==> src/rtl/sdma_pkg.sv <==
package sdma_pkg;

    localparam int BURST_BYTES = 32;
    localparam int WORD_BYTES  = 4;
    localparam int BURST_WORDS = BURST_BYTES / WORD_BYTES;
    localparam int BURST_SHIFT = $clog2(BURST_BYTES);
    localparam int BEAT_W      = $clog2(BURST_WORDS);
    localparam int LANE_W      = $clog2(WORD_BYTES);
    localparam int DATA_W      = 8 * WORD_BYTES;

    typedef logic [DATA_W-1:0] word_t;

    typedef enum logic [1:0] {
        SEL_ADDR = 2'd0,
        SEL_LEN  = 2'd1,
        SEL_CTRL = 2'd2,
        SEL_RSVD = 2'd3
    } reg_sel_e;

    localparam logic [1:0] DIR_FROM_DEV = 2'b00;

    typedef struct packed {
        logic [27:0] rsvd;
        logic [1:0]  dir;
        logic        blk;
        logic        go;
    } ctrl_word_t;

    function automatic logic is_block_rx_start(input ctrl_word_t c);
        return c.go && c.blk && (c.dir == DIR_FROM_DEV);
    endfunction

endpackage

==> src/rtl/sdma_ctrl.sv <==
module sdma_ctrl
    import sdma_pkg::*;
#(
    parameter int ADDR_W = 32,
    parameter int LEN_W  = 32
) (
    input  logic              clk,
    input  logic              rst,
    input  logic              reg_we,
    input  reg_sel_e          reg_sel,
    input  logic [31:0]       reg_wdata,
    input  logic              burst_done,
    output logic              busy,
    output logic [ADDR_W-1:0] burst_base
);
    localparam int CNT_W = LEN_W - BURST_SHIFT;
    localparam logic [ADDR_W-1:0] ALIGN_MASK = ~ADDR_W'(BURST_BYTES - 1);

    logic [ADDR_W-1:0] addr_q;
    logic [LEN_W-1:0]  len_q;
    logic [CNT_W-1:0]  left_q;
    logic [ADDR_W-1:0] base_q;
    logic              busy_q;
    logic              start_req;
    logic [CNT_W-1:0]  start_cnt;

    assign start_cnt = CNT_W'(len_q >> BURST_SHIFT);
    assign start_req = reg_we && (reg_sel == SEL_CTRL) && !busy_q
                       && is_block_rx_start(ctrl_word_t'(reg_wdata))
                       && (start_cnt != '0);

    always_ff @(posedge clk) begin
        if (rst) begin
            addr_q <= '0;
            len_q  <= '0;
        end else if (reg_we) begin
            if (reg_sel == SEL_ADDR) addr_q <= reg_wdata[ADDR_W-1:0];
            if (reg_sel == SEL_LEN)  len_q  <= reg_wdata[LEN_W-1:0];
        end
    end

    always_ff @(posedge clk) begin
        if (rst) begin
            busy_q <= 1'b0;
            base_q <= '0;
            left_q <= '0;
        end else if (start_req) begin
            busy_q <= 1'b1;
            base_q <= addr_q & ALIGN_MASK;
            left_q <= start_cnt;
        end else if (busy_q && burst_done) begin
            base_q <= base_q + ADDR_W'(BURST_BYTES);
            left_q <= left_q - 1'b1;
            if (left_q == CNT_W'(1)) busy_q <= 1'b0;
        end
    end

    assign busy       = busy_q;
    assign burst_base = base_q;

endmodule

==> src/rtl/sdma_packer.sv <==
module sdma_packer
    import sdma_pkg::*;
(
    input  logic                        clk,
    input  logic                        rst,
    input  logic                        busy,
    input  logic                        rx_valid,
    input  logic [7:0]                  rx_byte,
    input  logic                        drain_done,
    output logic                        rx_ready,
    output logic                        full,
    output logic [BURST_WORDS-1:0][DATA_W-1:0] words
);
    logic [LANE_W-1:0] lane_q;
    logic [BEAT_W-1:0] widx_q;
    logic              full_q;
    logic              take;
    logic              last_lane;
    logic              last_word;

    assign rx_ready  = busy && !full_q;
    assign take      = rx_valid && rx_ready;
    assign last_lane = (lane_q == LANE_W'(WORD_BYTES - 1));
    assign last_word = (widx_q == BEAT_W'(BURST_WORDS - 1));

    always_ff @(posedge clk) begin
        if (rst || !busy) begin
            lane_q <= '0;
            widx_q <= '0;
            full_q <= 1'b0;
        end else begin
            if (take) begin
                lane_q <= last_lane ? '0 : lane_q + 1'b1;
                if (last_lane) begin
                    widx_q <= last_word ? '0 : widx_q + 1'b1;
                    if (last_word) full_q <= 1'b1;
                end
            end
            if (drain_done) full_q <= 1'b0;
        end
    end

    for (genvar w = 0; w < BURST_WORDS; w++) begin : g_word
        for (genvar l = 0; l < WORD_BYTES; l++) begin : g_lane
            always_ff @(posedge clk) begin
                if (take && (widx_q == BEAT_W'(w)) && (lane_q == LANE_W'(l)))
                    words[w][8*(WORD_BYTES-1-l) +: 8] <= rx_byte;
            end
        end
    end

    assign full = full_q;

endmodule

==> src/rtl/sdma_beat_writer.sv <==
module sdma_beat_writer
    import sdma_pkg::*;
#(
    parameter int ADDR_W = 32
) (
    input  logic                               clk,
    input  logic                               rst,
    input  logic                               full,
    input  logic [BURST_WORDS-1:0][DATA_W-1:0] words,
    input  logic [ADDR_W-1:0]                  base,
    input  logic                               mem_ready,
    output logic                               mem_valid,
    output logic [ADDR_W-1:0]                  mem_addr,
    output word_t                              mem_data,
    output logic                               burst_done
);
    logic [BEAT_W-1:0] beat_q;
    logic              last_beat;
    logic              fire;

    assign mem_valid  = full;
    assign fire       = full && mem_ready;
    assign last_beat  = (beat_q == BEAT_W'(BURST_WORDS - 1));
    assign burst_done = fire && last_beat;
    assign mem_data   = words[beat_q];
    assign mem_addr   = base + ADDR_W'({beat_q, {LANE_W{1'b0}}});

    always_ff @(posedge clk) begin
        if (rst) begin
            beat_q <= '0;
        end else if (fire) begin
            beat_q <= last_beat ? '0 : beat_q + 1'b1;
        end
    end

endmodule

==> src/rtl/sdma_rx_engine.sv <==
module sdma_rx_engine
    import sdma_pkg::*;
#(
    parameter int ADDR_W = 32,
    parameter int LEN_W  = 32
) (
    input  logic              clk,
    input  logic              rst,
    input  logic              reg_we,
    input  logic [1:0]        reg_sel,
    input  logic [31:0]       reg_wdata,
    output logic              ctrl_busy,
    input  logic              rx_valid,
    input  logic [7:0]        rx_byte,
    output logic              rx_ready,
    output logic              mem_valid,
    input  logic              mem_ready,
    output logic [ADDR_W-1:0] mem_addr,
    output logic [31:0]       mem_data
);
    logic                               busy;
    logic                               full;
    logic                               burst_done;
    logic [ADDR_W-1:0]                  burst_base;
    logic [BURST_WORDS-1:0][DATA_W-1:0] words;

    sdma_ctrl #(.ADDR_W(ADDR_W), .LEN_W(LEN_W)) u_ctrl (
        .clk        (clk),
        .rst        (rst),
        .reg_we     (reg_we),
        .reg_sel    (reg_sel_e'(reg_sel)),
        .reg_wdata  (reg_wdata),
        .burst_done (burst_done),
        .busy       (busy),
        .burst_base (burst_base)
    );

    sdma_packer u_pack (
        .clk        (clk),
        .rst        (rst),
        .busy       (busy),
        .rx_valid   (rx_valid),
        .rx_byte    (rx_byte),
        .drain_done (burst_done),
        .rx_ready   (rx_ready),
        .full       (full),
        .words      (words)
    );

    sdma_beat_writer #(.ADDR_W(ADDR_W)) u_wr (
        .clk        (clk),
        .rst        (rst),
        .full       (full),
        .words      (words),
        .base       (burst_base),
        .mem_ready  (mem_ready),
        .mem_valid  (mem_valid),
        .mem_addr   (mem_addr),
        .mem_data   (mem_data),
        .burst_done (burst_done)
    );

    assign ctrl_busy = busy;

endmodule

==> config.mk <==
export PLATFORM = sky130hd
export DESIGN_NAME = sdma_rx_engine
export DESIGN_NICKNAME = d
export VERILOG_FILES = /design/src/rtl/sdma_pkg.sv /design/src/rtl/sdma_ctrl.sv /design/src/rtl/sdma_packer.sv /design/src/rtl/sdma_beat_writer.sv /design/src/rtl/sdma_rx_engine.sv
export SDC_FILE = /design/constraint.sdc
export NUM_CORES = 1
export LEC_CHECK = 0
export ABC_AREA = 1
export CELL_PAD_IN_SITES_DETAIL_PLACEMENT = 1
export CELL_PAD_IN_SITES_GLOBAL_PLACEMENT = 1
export CORE_AREA = 2 2 246 248
export CTS_BUF_LIST = sky130_fd_sc_hd__clkbuf_2
export DETAILED_ROUTE_END_ITERATION = 7
export DIE_AREA = 0 0 248 250
export PLACE_DENSITY = 0.62
export SLEW_MARGIN = 25
export SYNTH_ARGS = -nofsm -noshare
export SYNTH_HDL_FRONTEND = slang
export SYNTH_HIERARCHICAL = 1
export SYNTH_SLANG_ARGS = --single-unit
export TNS_END_PERCENT = 100
==> constraint.sdc <==
create_clock -name clk -period 2.3 [get_ports clk]
set_input_delay 0.345 -clock clk [delete_from_list [all_inputs] [get_ports clk]]
set_output_delay 0.345 -clock clk [all_outputs]
set_load 0.05 [all_outputs]
## Yosys cells after proc, flatten, opt, wreduce, memory -nomap -nowiden

Cells that the tools add are included.

| operators by class | value |
|---|---|
| multiplexer cells | 12 |
| $lt $le $gt $ge | 1 |
| reductions and logical operators | 68 |
| equal/unequal tests | 14 |
| add/subtract/negate cells | 6 |

Operator list:

| operator | number |
|---|---|
| $bmux 32 s3 | 1 |
| $mux 32 | 3 |
| $mux 27 | 2 |
| $logic_and 1x1->1 | 51 |
| $add 32x5->32 | 1 |
| $add 32x6->32 const B | 1 |
| $eq 27x1->1 const B | 1 |
| $reduce_bool 27->1 | 1 |
| $sub 27x1->27 const B | 1 |
| $eq 3x3->1 const B | 5 |
| $reduce_and 2->1 | 4 |
| $add 3x1->3 const B | 2 |
| $eq 2x2->1 const B | 3 |
| $eq 3x2->1 const B | 2 |
| $logic_not 2->1 | 3 |
| $mux 3 | 2 |
| $eq 2x1->1 const B | 2 |
| $lt 3x4->1 const B | 1 |
| $reduce_bool 2->1 | 2 |
| $reduce_or 2->1 | 2 |
| $eq 3x1->1 const B | 1 |
| $logic_not 3->1 | 1 |
| $mux 1 | 3 |
| $reduce_and 3->1 | 1 |
| 4 further kinds | 5 |

| word-level totals | value |
|---|---|
| bits in registers | 389 |
| word-level logic and storage cells | 143 |
| output and inout port bits | 67 |

## Depth between registers and ports, before layout

| logic depth | value |
|---|---|
| word-level depth | 7 |
| depth in mapped cells | 12 |

## Modules after synthesis

The synthesis kept the hierarchy.

Modules (own cells, without submodules):

| module | seq. area each (µm²) | area an instance (µm²) | times used | cells an instance |
|---|---|---|---|---|
| sdma_packer | 7807.5 | 8299.2 | 1 | 351 |
| sdma_ctrl | 2182.1 | 6022.0 | 1 | 960 |
| sdma_beat_writer | 60.1 | 3288.2 | 1 | 679 |

## Least setup slack after synthesis

No wires, ideal clock.

| timing | value |
|---|---|
| path kind | flip-flop to flip-flop |
| from | register u_ctrl.busy_q, in the netlist u_ctrl/busy |
| to | register, netlist name u_pack/words[224] |
| setup slack | 0.190 ns |
| required time | 1.975 ns |
| data arrival time | 1.786 ns |
| buffers on the path | 0 |
| setup time | 0.325 ns |
| stages on the path, launching flop included | 5 |
| path through | dfxtp_1 inv_1 nor2_2 nand4_1 inv_1 |

| on the way | value |
|---|---|
| word-level cells in the longest chain between the ends | 4 |

Ends and longest elaborated chain:

| item | RTL line | text |
|---|---|---|
| start, declared | sdma_ctrl.sv:23 | `logic busy_q;` |
| start signal, assigned | sdma_ctrl.sv:44 | `busy_q <= 1'b0;` |
| start signal, assigned | sdma_ctrl.sv:48 | `busy_q <= 1'b1;` |
| start signal, assigned | sdma_ctrl.sv:54 | `if (left_q == CNT_W'(1)) busy_q <= 1'b0;` |
| $logic_and 1x1->1 | sdma_packer.sv:21 | `assign rx_ready = busy && !full_q;` |
| net rx_ready | sdma_rx_engine.sv:15 | `output logic rx_ready,` |
| $logic_and 1x1->1 | sdma_packer.sv:22 | `assign take = rx_valid && rx_ready;` |
| $logic_and 1x1->1 (2 in a row) | sdma_packer.sv:46 | `if (take && (widx_q == BEAT_W'(w)) && (lane_q == LANE_W'(l)))` |

The timed path passes the listed nets, and every way through them passes these cells.
A chain may end at the register's enable or synchronous reset.

## Worst setup path in the final report

| timing | value |
|---|---|
| from | register u_wr.beat_q[0] |
| to | output mem_data[7] |

| on the way | value |
|---|---|
| word-level cells in the longest chain between the ends | 2 |

Ends and longest elaborated chain:

| item | RTL line | text |
|---|---|---|
| start, declared | sdma_beat_writer.sv:17 | `logic [BEAT_W-1:0] beat_q;` |
| start signal, assigned | sdma_beat_writer.sv:32 | `beat_q <= last_beat ? '0 : beat_q + 1'b1;` |
| $bmux 32 s3 | sdma_beat_writer.sv:25 | `assign mem_data = words[beat_q];` |
| $mux 32 (not written as such) | sdma_beat_writer.sv:25 |  |
| end, declared | sdma_rx_engine.sv:19 | `output logic [31:0] mem_data` |

Every way passes these cells. The select of a mux whose other input is x is not followed.

==> flow_metrics.tcl <==
set metrics [dict create \
    outcome "finished with violations" \
    violations "negative setup slack" \
    path_max_fanout 14 \
    clockRootBuffer "clkbuf_2" \
    io_buffer_count 110 \
    crit_arrival_ps 2600 \
    synth_top_area_share 0.437 \
    antenna_found_initial 2 \
    synth.cell_area_mm2 0.0176 \
    dr.pass1.iters 5 \
    die_w_um 248 \
    synth_warnings 6 \
    clkLatencyLatePin_ps 1120 \
    hp-class "input pin to register" \
    dieArea_mm2 0.0620 \
    design.core.area_mm2 0.0596 \
    cap_violations 0 \
    drt-vias-per-instance 4.90 \
    final.setup.worst_slack_ps -642 \
    critPathTopFamily "buffers and inverters" \
    critical_path_class "register to output port" \
    final-hold-violation-count 0 \
    nets 2362 \
    cp_slowest_stage_delay_ps 400 \
    max_freq_ghz 0.340 \
    numCtsBuffers 100 \
    grt_start_max_net_pins 40 \
    gr-total-overflow 0 \
    crit_slowest_cell "dfxtp_4" \
    fin_skew_ps 103 \
    post-place-cells 2884 \
    io_pins 114 \
    synth.largest_area_cell "edfxtp_1" \
    post-route-period-util 1.28 \
    final.min_clock_period_ps 2940 \
    wire_per_inst_um 19.7 \
    synth_area_per_cell_um2 8.85 \
    synth_cells 1990 \
    critPathRequiredTime_ps 1960 \
    fill_cells 6949 \
    dieHeight_um 250 \
    pre_cts_ws_ps 49.6 \
    drive_gt1_frac 0.239 \
    via_count 15400 \
    routed_wl_mm 62.0 \
    irDropWorstVdd_mv 0.273 \
    area_delta_synth_final_pct 30.8 \
    ant_nets 0 \
    p_leak_nw 8.99 \
    clockBufferDepth 3 \
    cp-end-kind "output port" \
    clock-sinks 374 \
    htree_levels 3 \
    first_global_vias 16200 \
    hold_ws_ps 163 \
    start_util 0.296 \
    num_rows 90 \
    slew_headroom 0.497 \
    tightest_slew_ps 750 \
    fin_cells 3152 \
    start_kind "register" \
    drc_errors 0 \
    drt-initial-drc-count 746 \
    yosys_register_bits 374 \
    grt_pass1_wl_mm 93.0 \
    synth_cell_types 42 \
    yosysSeqAreaShare 0.571 \
    setup-tns-final_ps -18450 \
    finalPower_mw 12.6 \
    setup_viol 35 \
    maxSlewViolCount 0 \
    grt_use_total 0.196 \
    gp_congestion 0.839 \
    synthTopCellsByArea "edfxtp_1, dfxtp_1, nand2_1" \
    rsz0062_at_grt "yes" \
    power-per-cell-area_mw_per_mm2 548 \
    path_clk_slew_ps 110 \
    cts_tree "yes" \
    crit_chain "buf_12, inv_12, buf_16, o21ai_0, o22ai_1, nand2_1, nand2_2, buf_6" \
    critical_path_buf_inv_count 4 \
    dp_hpwl_mm 38.5 \
]
kinds of logic (layout without fill, tap and decap cells):
kind of cell    after synthesis  in the layout  synth area share
other cells                   1              6          0.000213
xor+xnor                     29             29            0.0144
simple gates               1057           1057             0.251
compound gates              301            301            0.0932
flops                       374            374             0.571
buf+inv                     209            584            0.0563
fa+ha+maj                    19             19            0.0139
cell usage after synthesis:
| master | count |
|---|---|
| inv_1 | 98 |
| nand2_4 | 1 |
| nor3b_1 | 1 |
| nand3_1 | 151 |
| xnor2_1 | 9 |
| clkinv_1 | 3 |
| fa_1 | 1 |
| o22ai_1 | 64 |
| buf_4 | 16 |
| xor2_1 | 20 |
| buf_6 | 13 |
| edfxtp_1 | 256 |
| nor2_1 | 405 |
| clkbuf_2 | 3 |
| or2_2 | 3 |
| clkbuf_1 | 38 |
| buf_2 | 24 |
| o21bai_1 | 1 |
| conb_1 | 1 |
| nand3b_1 | 23 |
| dfxtp_1 | 118 |
| a21oi_1 | 11 |
| buf_1 | 7 |
| nor2_2 | 12 |
| inv_4 | 2 |
| nand4_1 | 12 |
| ha_1 | 18 |
| inv_2 | 4 |
| and2_1 | 2 |
| a211oi_1 | 3 |
| a31oi_1 | 29 |
| a21o_1 | 1 |
| buf_8 | 1 |
| o21ai_1 | 56 |
| o31ai_1 | 1 |
| nor2_4 | 5 |
| nand2_2 | 3 |
| o21ai_0 | 134 |
| a21oi_2 | 1 |
| nand3_2 | 8 |
| nand2_1 | 430 |
| nor3_1 | 1 |
repair_timing:
action                     4_1_cts  5_1_grt
hold buffers                    36        0
gates resized for setup        355      117
pin swaps                       38       35
gates cloned                    14        8
setup buffers                   25       14
hold endpoints to repair       131        0
setup endpoints to repair       64       47
tightest hold or removal path, cell delays in order:
cell,delay [ps]
clkdlybuf4s50_1,520
nand2_1,130
buf_4,140
a211oi_1,60
stage by stage:
step	util	cell area, um2
after floorplan	-	17600
after global placement	0.334	19900
after detailed placement	0.334	19900
after CTS	0.376	22400
after global routing	0.387	23000
final	0.387	23000
path summary, 6_finish.rpt:
path                            slack [ps]  cells past startpoint                     startpoint                                 end
worst max-delay path                  -640                      8    u_wr/beat_q[0]$_SDFFE_PP0P_                         mem_data[7]
worst min-delay path                   160                      4                      mem_ready         u_wr/beat_q[2]$_SDFFE_PP0P_
worst max register to register         240                     11    u_wr/beat_q[0]$_SDFFE_PP0P_  u_ctrl/burst_base[21]$_SDFFE_PP0P_
worst min register to register         490                      2  u_ctrl/addr_q[8]$_SDFFE_PP0P_       u_ctrl/addr_q[8]$_SDFFE_PP0P_
per-layer routing:
layer	share of wire	GRT usage
met3	0.043	0.0352
met5	0.00021	0
met2	0.50	0.340
met1	0.43	0.246
met4	0.023	0.0624
state kept, by name, indices dropped and copies added, names as in the netlist:
register           cells
u_pack/words         256
u_ctrl/len_q          27
u_pack/widx_q          3
u_pack/lane_q          2
u_ctrl/left_q         27
u_wr/beat_q            3
u_ctrl/addr_q         27
u_ctrl/busy            1
u_pack/full            1
u_ctrl/burst_base     27
cell usage in the layout, fill, tap and decap left out, types with 28 or more instances in the layout:
cell type          n
nor2_2            39
clkbuf_2         146
nand2_2           29
o22ai_1           49
nand2_1          402
inv_1             95
dlygate4sd3_1     36
dfxtp_1           98
o21ai_1           65
a31oi_1           29
edfxtp_1         256
nor2_1           365
o21ai_2           28
clkdlybuf4s50_1   45
o21ai_0           92
buf_4            122
nand3_1          151
area by class of cell:
type,instances,area (um2),area share
timing repair buffer,299,3340,0.145
inverter,107,443,0.0192
sequential,374,10100,0.439
clock buffer,146,731,0.0317
multi-input combinational,1411,7190,0.312
timing repair inverter,3,36.3,0.00158
clock inverter,29,198,0.00858
tap,782,978,0.0425
antenna,1,2.50,0.000109
report_power, final:
part           internal [mW]  switching, mW
combinational          0.207          0.317
clock                   1.95           2.89
sequential              7.20         0.0402
Power figures use the tool's default switching activity.
